[config.mk]
export PLATFORM = sky130hd
export DESIGN_NAME = hdlc_rx_deframer
export DESIGN_NICKNAME = d
export VERILOG_FILES = /design/src/rtl/hdlc_rx_pkg.sv /design/src/rtl/hdlc_rx_bitproc.sv /design/src/rtl/hdlc_rx_fifo.sv /design/src/rtl/hdlc_rx_deframer.sv
export SDC_FILE = /design/constraint.sdc
export NUM_CORES = 1
export LEC_CHECK = 0
export ABC_AREA = 0
export BUFFER_PORTS_ARGS = -buffer_cell sky130_fd_sc_hd__buf_2
export CAP_MARGIN = 20
export CORE_UTILIZATION = 63
export DETAILED_ROUTE_END_ITERATION = 10
export MAX_ROUTING_LAYER = met4
export PLACE_DENSITY = 0.92
export SLEW_MARGIN = 20
export SYNTH_ARGS = -nofsm -noshare
export SYNTH_HDL_FRONTEND = slang
export SYNTH_SLANG_ARGS = --single-unit
[constraint.sdc]
create_clock -name clk -period 4.7 [get_ports clk]
set_input_delay 0.705 -clock clk [delete_from_list [all_inputs] [get_ports clk]]
set_output_delay 0.705 -clock clk [all_outputs]
set_load 0.03 [all_outputs]
[src/rtl/hdlc_rx_pkg.sv]
package hdlc_rx_pkg;

   localparam int BYTE_W = 8;
   localparam int ENTRY_W = BYTE_W + 1;

   localparam logic [3:0] RUN_STUFF = 4'd5;
   localparam logic [3:0] RUN_FLAG  = 4'd6;
   localparam logic [3:0] RUN_ABORT = 4'd7;
   localparam logic [3:0] RUN_IDLE  = 4'd15;

   localparam logic [15:0] CRC_SEED = 16'hFFFF;
   localparam logic [15:0] CRC_POLY = 16'h8408;
   localparam logic [15:0] CRC_GOOD = 16'hF0B8;

   localparam logic [7:0] STAT_OK    = 8'h00;
   localparam logic [7:0] STAT_BAD   = 8'h80;
   localparam logic [7:0] STAT_ABORT = 8'hC0;

   typedef struct packed {
      logic              vld;
      logic              tag;
      logic [BYTE_W-1:0] dat;
   } q_wr_t;

   function automatic logic [15:0] crc_step(input logic [15:0] c, input logic [7:0] d);
      logic [15:0] r;
      r = c;
      for (int i = 0; i < 8; i++) begin
         if (r[0] ^ d[i]) r = (r >> 1) ^ CRC_POLY;
         else             r = r >> 1;
      end
      return r;
   endfunction

endpackage

[src/rtl/hdlc_rx_bitproc.sv]
module hdlc_rx_bitproc
   import hdlc_rx_pkg::*;
(
   input  logic        clk,
   input  logic        rst_n,
   input  logic        en,
   input  logic        xparent,
   input  logic        bit_vld,
   input  logic        bit_in,
   input  logic        match_en,
   input  logic [7:0]  match_chr,
   output q_wr_t       wr,
   output logic        idle_evt,
   output logic        match_evt
);

   logic [3:0]  ones_q, ones_inc;
   logic [7:0]  sr_q, sr_nxt;
   logic [2:0]  bcnt_q;
   logic [1:0]  nbyte_q;
   logic        in_frame_q;
   logic [15:0] crc_q, crc_nxt;
   logic [7:0]  hold0_q, hold1_q;
   logic        do_push, byte_done, is_flag, is_abort, is_idle;

   always_comb begin
      ones_inc  = (ones_q == RUN_IDLE) ? RUN_IDLE : ones_q + 4'd1;
      sr_nxt    = {bit_in, sr_q[7:1]};
      crc_nxt   = crc_step(crc_q, sr_nxt);
      is_flag   = !xparent && !bit_in && (ones_q == RUN_FLAG);
      is_abort  = !xparent && bit_in && (ones_inc == RUN_ABORT);
      is_idle   = !xparent && bit_in && (ones_inc == RUN_IDLE);
      if (xparent)     do_push = 1'b1;
      else if (bit_in) do_push = in_frame_q && (ones_inc < RUN_ABORT);
      else             do_push = in_frame_q && (ones_q != RUN_STUFF) && (ones_q != RUN_FLAG);
      byte_done = do_push && (bcnt_q == 3'd7);
   end

   always_ff @(posedge clk) begin
      if (!rst_n) begin
         ones_q     <= '0;
         sr_q       <= '0;
         bcnt_q     <= '0;
         nbyte_q    <= '0;
         in_frame_q <= 1'b0;
         crc_q      <= CRC_SEED;
         hold0_q    <= '0;
         hold1_q    <= '0;
         wr         <= '0;
         idle_evt   <= 1'b0;
         match_evt  <= 1'b0;
      end else begin
         wr.vld    <= 1'b0;
         idle_evt  <= 1'b0;
         match_evt <= 1'b0;
         if (!en) begin
            in_frame_q <= 1'b0;
            bcnt_q     <= '0;
            ones_q     <= '0;
         end else if (bit_vld) begin
            if (!xparent) ones_q <= bit_in ? ones_inc : 4'd0;
            if (do_push) begin
               sr_q   <= sr_nxt;
               bcnt_q <= bcnt_q + 3'd1;
            end
            if (byte_done && xparent) begin
               wr        <= '{vld: 1'b1, tag: 1'b0, dat: sr_nxt};
               match_evt <= match_en && (sr_nxt == match_chr);
            end
            if (byte_done && !xparent) begin
               crc_q   <= crc_nxt;
               hold0_q <= sr_nxt;
               hold1_q <= hold0_q;
               if (nbyte_q != 2'd3) nbyte_q <= nbyte_q + 2'd1;
               if (nbyte_q >= 2'd2) wr <= '{vld: 1'b1, tag: 1'b0, dat: hold1_q};
            end
            if (is_flag) begin
               if (in_frame_q && nbyte_q == 2'd3)
                  wr <= '{vld: 1'b1, tag: 1'b1,
                          dat: ((crc_q != CRC_GOOD) || (bcnt_q != 3'd7)) ? STAT_BAD : STAT_OK};
               in_frame_q <= 1'b1;
               bcnt_q     <= '0;
               nbyte_q    <= '0;
               crc_q      <= CRC_SEED;
            end
            if (is_abort) begin
               if (in_frame_q && nbyte_q == 2'd3)
                  wr <= '{vld: 1'b1, tag: 1'b1, dat: STAT_ABORT};
               in_frame_q <= 1'b0;
            end
            if (is_idle) idle_evt <= 1'b1;
         end
      end
   end

endmodule

[src/rtl/hdlc_rx_fifo.sv]
module hdlc_rx_fifo #(
   parameter  int DEPTH = 64,
   parameter  int W     = 9,
   localparam int AW    = $clog2(DEPTH),
   localparam int CW    = $clog2(DEPTH + 1)
) (
   input  logic          clk,
   input  logic          rst_n,
   input  logic          wr_en,
   input  logic [W-1:0]  wr_dat,
   input  logic          rd_en,
   output logic [W-1:0]  rd_dat,
   output logic [CW-1:0] count,
   output logic          full
);

   logic [W-1:0]  mem [DEPTH];
   logic [AW-1:0] wptr_q, rptr_q;
   logic          wr_ok, rd_ok;

   assign full   = (count == CW'(DEPTH));
   assign wr_ok  = wr_en && !full;
   assign rd_ok  = rd_en && (count != '0);
   assign rd_dat = mem[rptr_q];

   always_ff @(posedge clk) begin
      if (wr_ok) mem[wptr_q] <= wr_dat;
   end

   always_ff @(posedge clk) begin
      if (!rst_n) begin
         wptr_q <= '0;
         rptr_q <= '0;
         count  <= '0;
      end else begin
         if (wr_ok) wptr_q <= wptr_q + AW'(1);
         if (rd_ok) rptr_q <= rptr_q + AW'(1);
         case ({wr_ok, rd_ok})
            2'b10:   count <= count + CW'(1);
            2'b01:   count <= count - CW'(1);
            default: count <= count;
         endcase
      end
   end

endmodule

[src/rtl/hdlc_rx_deframer.sv]
module hdlc_rx_deframer
   import hdlc_rx_pkg::*;
#(
   parameter  int DEPTH = 64,
   localparam int CW    = $clog2(DEPTH + 1),
   localparam int THR_W = $clog2(DEPTH)
) (
   input  logic             clk,
   input  logic             rst_n,
   input  logic             rx_en,
   input  logic             bit_vld,
   input  logic             bit_in,
   input  logic             xparent,
   input  logic             match_en,
   input  logic [7:0]       match_chr,
   input  logic [THR_W-1:0] fill_lvl,
   input  logic             rd_req,
   input  logic             stat_rd,
   output logic [7:0]       rd_data,
   output logic             rd_is_stat,
   output logic [CW-1:0]    q_count,
   output logic             eof_present,
   output logic             irq_fill,
   output logic             irq_eof,
   output logic             ovr_flag,
   output logic             idle_flag,
   output logic             match_hit
);

   if ((DEPTH & (DEPTH - 1)) != 0 || DEPTH < 4) begin : g_bad_depth
      $error("hdlc_rx_deframer: DEPTH must be a power of two and at least 4");
   end

   localparam int NFLG = 3;

   q_wr_t             pkt;
   logic              idle_evt, match_evt, ovr_evt;
   logic              q_full, wr_ok, rd_ok;
   logic [ENTRY_W-1:0] head;
   logic [CW-1:0]     nfrm_q;
   logic [NFLG-1:0]   flg_set, flg_q;

   hdlc_rx_bitproc u_bitproc (
      .clk       (clk),
      .rst_n     (rst_n),
      .en        (rx_en),
      .xparent   (xparent),
      .bit_vld   (bit_vld),
      .bit_in    (bit_in),
      .match_en  (match_en),
      .match_chr (match_chr),
      .wr        (pkt),
      .idle_evt  (idle_evt),
      .match_evt (match_evt)
   );

   hdlc_rx_fifo #(.DEPTH(DEPTH), .W(ENTRY_W)) u_fifo (
      .clk    (clk),
      .rst_n  (rst_n),
      .wr_en  (pkt.vld),
      .wr_dat ({pkt.tag, pkt.dat}),
      .rd_en  (rd_req),
      .rd_dat (head),
      .count  (q_count),
      .full   (q_full)
   );

   assign wr_ok      = pkt.vld && !q_full;
   assign rd_ok      = rd_req && (q_count != '0);
   assign ovr_evt    = pkt.vld && q_full;
   assign rd_data    = head[7:0];
   assign rd_is_stat = head[8];

   always_ff @(posedge clk) begin
      if (!rst_n) begin
         nfrm_q <= '0;
      end else begin
         case ({wr_ok && pkt.tag, rd_ok && head[8]})
            2'b10:   nfrm_q <= nfrm_q + CW'(1);
            2'b01:   nfrm_q <= nfrm_q - CW'(1);
            default: nfrm_q <= nfrm_q;
         endcase
      end
   end

   assign eof_present = (nfrm_q != '0);
   assign irq_eof     = eof_present;
   assign irq_fill    = (q_count > CW'(fill_lvl));

   assign flg_set = {match_evt, idle_evt, ovr_evt};

   for (genvar g = 0; g < NFLG; g++) begin : g_sticky
      logic held_q;
      always_ff @(posedge clk) begin
         if (!rst_n)          held_q <= 1'b0;
         else if (flg_set[g]) held_q <= 1'b1;
         else if (stat_rd)    held_q <= 1'b0;
      end
      assign flg_q[g] = held_q;
   end

   assign ovr_flag  = flg_q[0];
   assign idle_flag = flg_q[1];
   assign match_hit = flg_q[2];

endmodule

==> flow_summary.json <==
{
  "finClkSkew_ps": 24.4,
  "hp-class": "in2reg",
  "path_max_fanout": 11,
  "path_cells": "nor2b_1, nand4_1, nand2_1, nor3_2, a211oi_1, ha_1, inv_1, fa_1, nor2b_1, o21a_1, o21ai_0, a211oi_1, xor2_1, nor2_1",
  "num-nets-final": 1685,
  "routed_wl_um": 71200,
  "grt_start_max_net_pins": 67,
  "cts_tree": "yes",
  "multi_input_area_um2": 7530,
  "slew_violations": 0,
  "power.density_nw_per_um2": 397,
  "async_reset_ff_frac": 0,
  "rows": 75,
  "min_period_ps": 4440,
  "cts_buffers": 66,
  "io_pins": 45,
  "initialDrtViolationCount": 2692,
  "synth_cell_types": 75,
  "ys_seq_area_frac": 0.706,
  "coreArea_um2": 42300,
  "fmax_mhz": 225,
  "drcViolationCount": 16,
  "required_ps": 5160,
  "area_growth_syn_to_layout_pct": 11.1,
  "seq_area_um2": 19300,
  "grt_pass1_vias": 15989,
  "path_clk_slew_ps": 70,
  "die_w_um": 210,
  "synth_ff_type": "edfxtp_1",
  "finalSetupTns_ps": 0,
  "relSlewSlack": 0.143,
  "wl_per_cell_um": 31.4,
  "cp.arrival_ps": 4900,
  "cp_slowest_cell": "nor2b_1",
  "p_leak_nw": 9.86,
  "cts_max_level": 3,
  "power_frac_seq": 0.533,
  "start_util": 0.644,
  "rrSetupSlack_ps": 260,
  "violations": "DRC",
  "worst_setup_path_end_kind": "flip-flop",
  "r2r_cells": 14,
  "max_stage_delay_ps": 850,
  "grt.total_usage": 0.341,
  "peakVddDrop_mv": 0.301,
  "net-switching-power_w": 0.00233,
  "hold_viol_final": 0,
  "p_int_w": 0.00967,
  "root_buffer": "clkbuf_16",
  "yosysTopAreaCellShare": 0.635,
  "routabilityCongestion": 0.979,
  "yosysWarnings": 0,
  "final_cell_mix": "edfxtp_1, mux4_2, nor2_1, dfxtp_1, clkbuf_16",
  "synthTopCellsByArea": "edfxtp_1, mux4_2, dfxtp_1, nor2_1, mux2i_1",
  "grt_overflow_total": 0,
  "crit_family": "simple AND/OR/NAND/NOR gates",
  "placed_cells": 2139,
  "status": "finished, violations left",
  "worst_hold_slack_ps": 374,
  "synth-edff-count": 576,
  "syn_area_per_cell_um2": 17.2,
  "layoutNonFillerInstCount": 2266,
  "die-area_um2": 44100,
  "die_h_um": 210,
  "grt_antenna_before_repair": 6,
  "clock_latency_ps": 600,
  "rsz0062_at_grt": "no",
  "fin_util": 0.715,
  "synth_area_leader_cell": "edfxtp_1",
  "swShare": 0.194,
  "final_common_cell": "edfxtp_1",
  "worst_pin_slew_ps": 1280,
  "period_share": 0.945,
  "place_hpwl_um": 38700,
  "cp_num_buf_inv": 1,
  "syn_area_um2": 27200,
  "worstSetupPathType": "reg2reg",
  "critPathLaunchType": "flip-flop",
  "cp-endpoint": "nfrm_q[6]",
  "drive_gt1_frac": 0.210,
  "avgViaCountPerCell": 7.16,
  "grt_first_pass_wirelength_um": 104000,
  "synth_nets": 1635,
  "port_buffers": 44,
  "vias": 16231,
  "dr.pass1.iters": 11,
  "pwr-share-clk": 0.461,
  "cts.sinks": 672,
  "fill_cells": 2321,
  "setup_viol": 0,
  "cp.depth": 14,
  "synth_seq_cells": 672,
  "combPwrFrac": 0.007,
  "clockBufferDepth": 3,
  "max-cap-violations": 0,
  "ant_nets": 0,
  "syn_inst": 1583,
  "worstReg2RegEnd": "nfrm_q[6]"
}
-- final cells by class --
| type | instances | area share |
|---|---|---|
| clock inverter | 36 | 0.0147 |
| timing repair buffer | 66 | 0.0137 |
| antenna | 6 | 0.000496 |
| inverter | 24 | 0.00298 |
| clock buffer | 82 | 0.0590 |
| multi-input combinational | 803 | 0.249 |
| tap | 577 | 0.0239 |
| sequential | 672 | 0.636 |
-- worst min-delay path: cells and delay by family --
family	cells	cell delay, ps
buf+inv	1	110
simple gates	2	110
-- routing by layer --
metal	global-route usage	share of wire	wire length (um)
met1	0.413	0.33	23400
met2	0.532	0.48	34000
met3	0.0982	0.13	9210
met4	0.168	0.064	4590
met5	-	0	0
-- power by group through the flow --
stage                     clock network [W]  registers, W  logic (W)
after CTS                           0.00551       0.00640  0.0000784
final                               0.00553       0.00639  0.0000816
after floorplan                           0       0.00653  0.0000413
after global routing                0.00573       0.00639  0.0000873
after global placement                    0       0.00652  0.0000735
after detailed placement                  0       0.00652  0.0000776
-- timing repair --
action | 4_1_cts | 5_1_grt
endpoints found under the setup margin | 0 | 9
resized for setup | 0 | 3
hold buffers | 0 | 0
buffers inserted | 0 | 2
-- worst min path at each step --
stage                             start                   to  slack, ps  cells past startpoint
finish                         match_en  u_bitproc.match_evt        370                      3
detailed placement  u_bitproc.match_evt            match_hit        430                      2
global placement    u_bitproc.match_evt            match_hit        420                      2
floorplan            u_bitproc.idle_evt            idle_flag        410                      2
global route                   match_en  u_bitproc.match_evt        370                      3
CTS                            match_en  u_bitproc.match_evt        360                      3
-- Yosys cell counts (all sizes together), types with 5 or more instances --
cell    instances
mux2i          42
mux2           12
and3           10
a31oi           7
or3             5
mux4          142
nand4          13
o22a           14
a22oi          25
nor2          137
a21oi          36
o22ai           8
ha             27
o21ai          36
a211oi          9
clkbuf         38
nand2b          5
nand3          22
inv            22
o31ai           5
nand2          67
dfxtp          96
edfxtp        576
o21a            9
nor4            5
xnor2          20
xor2           28
buf            46
nor2b          22
nor3           20
a32oi           6
o221ai          5
and2            9
nand3b          6
-- sequential cells by signal, indices dropped and copies added (netlist names), 2 cells and up, named ones only --
signal,flops
u_fifo.rptr_q,6
u_fifo.wptr_q,6
u_bitproc.crc_q,16
u_fifo.count,7
nfrm_q,7
u_bitproc.sr_q,7
u_fifo.mem,576
u_bitproc.nbyte_q,2
u_bitproc.bcnt_q,3
u_bitproc.ones_q,4
u_bitproc.hold0_q,8
u_bitproc.wr,10
u_bitproc.hold1_q,8
-- metrics by stage --
step	setup WS (ps)	area, um2	power [W]
after floorplan	1270	27200	0.00657
after global placement	718	27900	0.00660
after detailed placement	513	27900	0.00660
after CTS	72.4	30200	0.0120
after global routing	164	30300	0.0122
final	258	30300	0.0120
-- logic make-up after synthesis --
logic type / Yosys count / synth area share
flip-flops: 672 / 0.706
AND/OR/NAND/NOR: 340 / 0.0597
multiplexers: 196 / 0.138
AO/OA/AOI/OAI: 190 / 0.0492
buffers and inverters: 108 / 0.0184
XOR/XNOR: 48 / 0.0154
adder cells (fa/ha/maj): 29 / 0.0139
(Power assumes the default switching activity.)
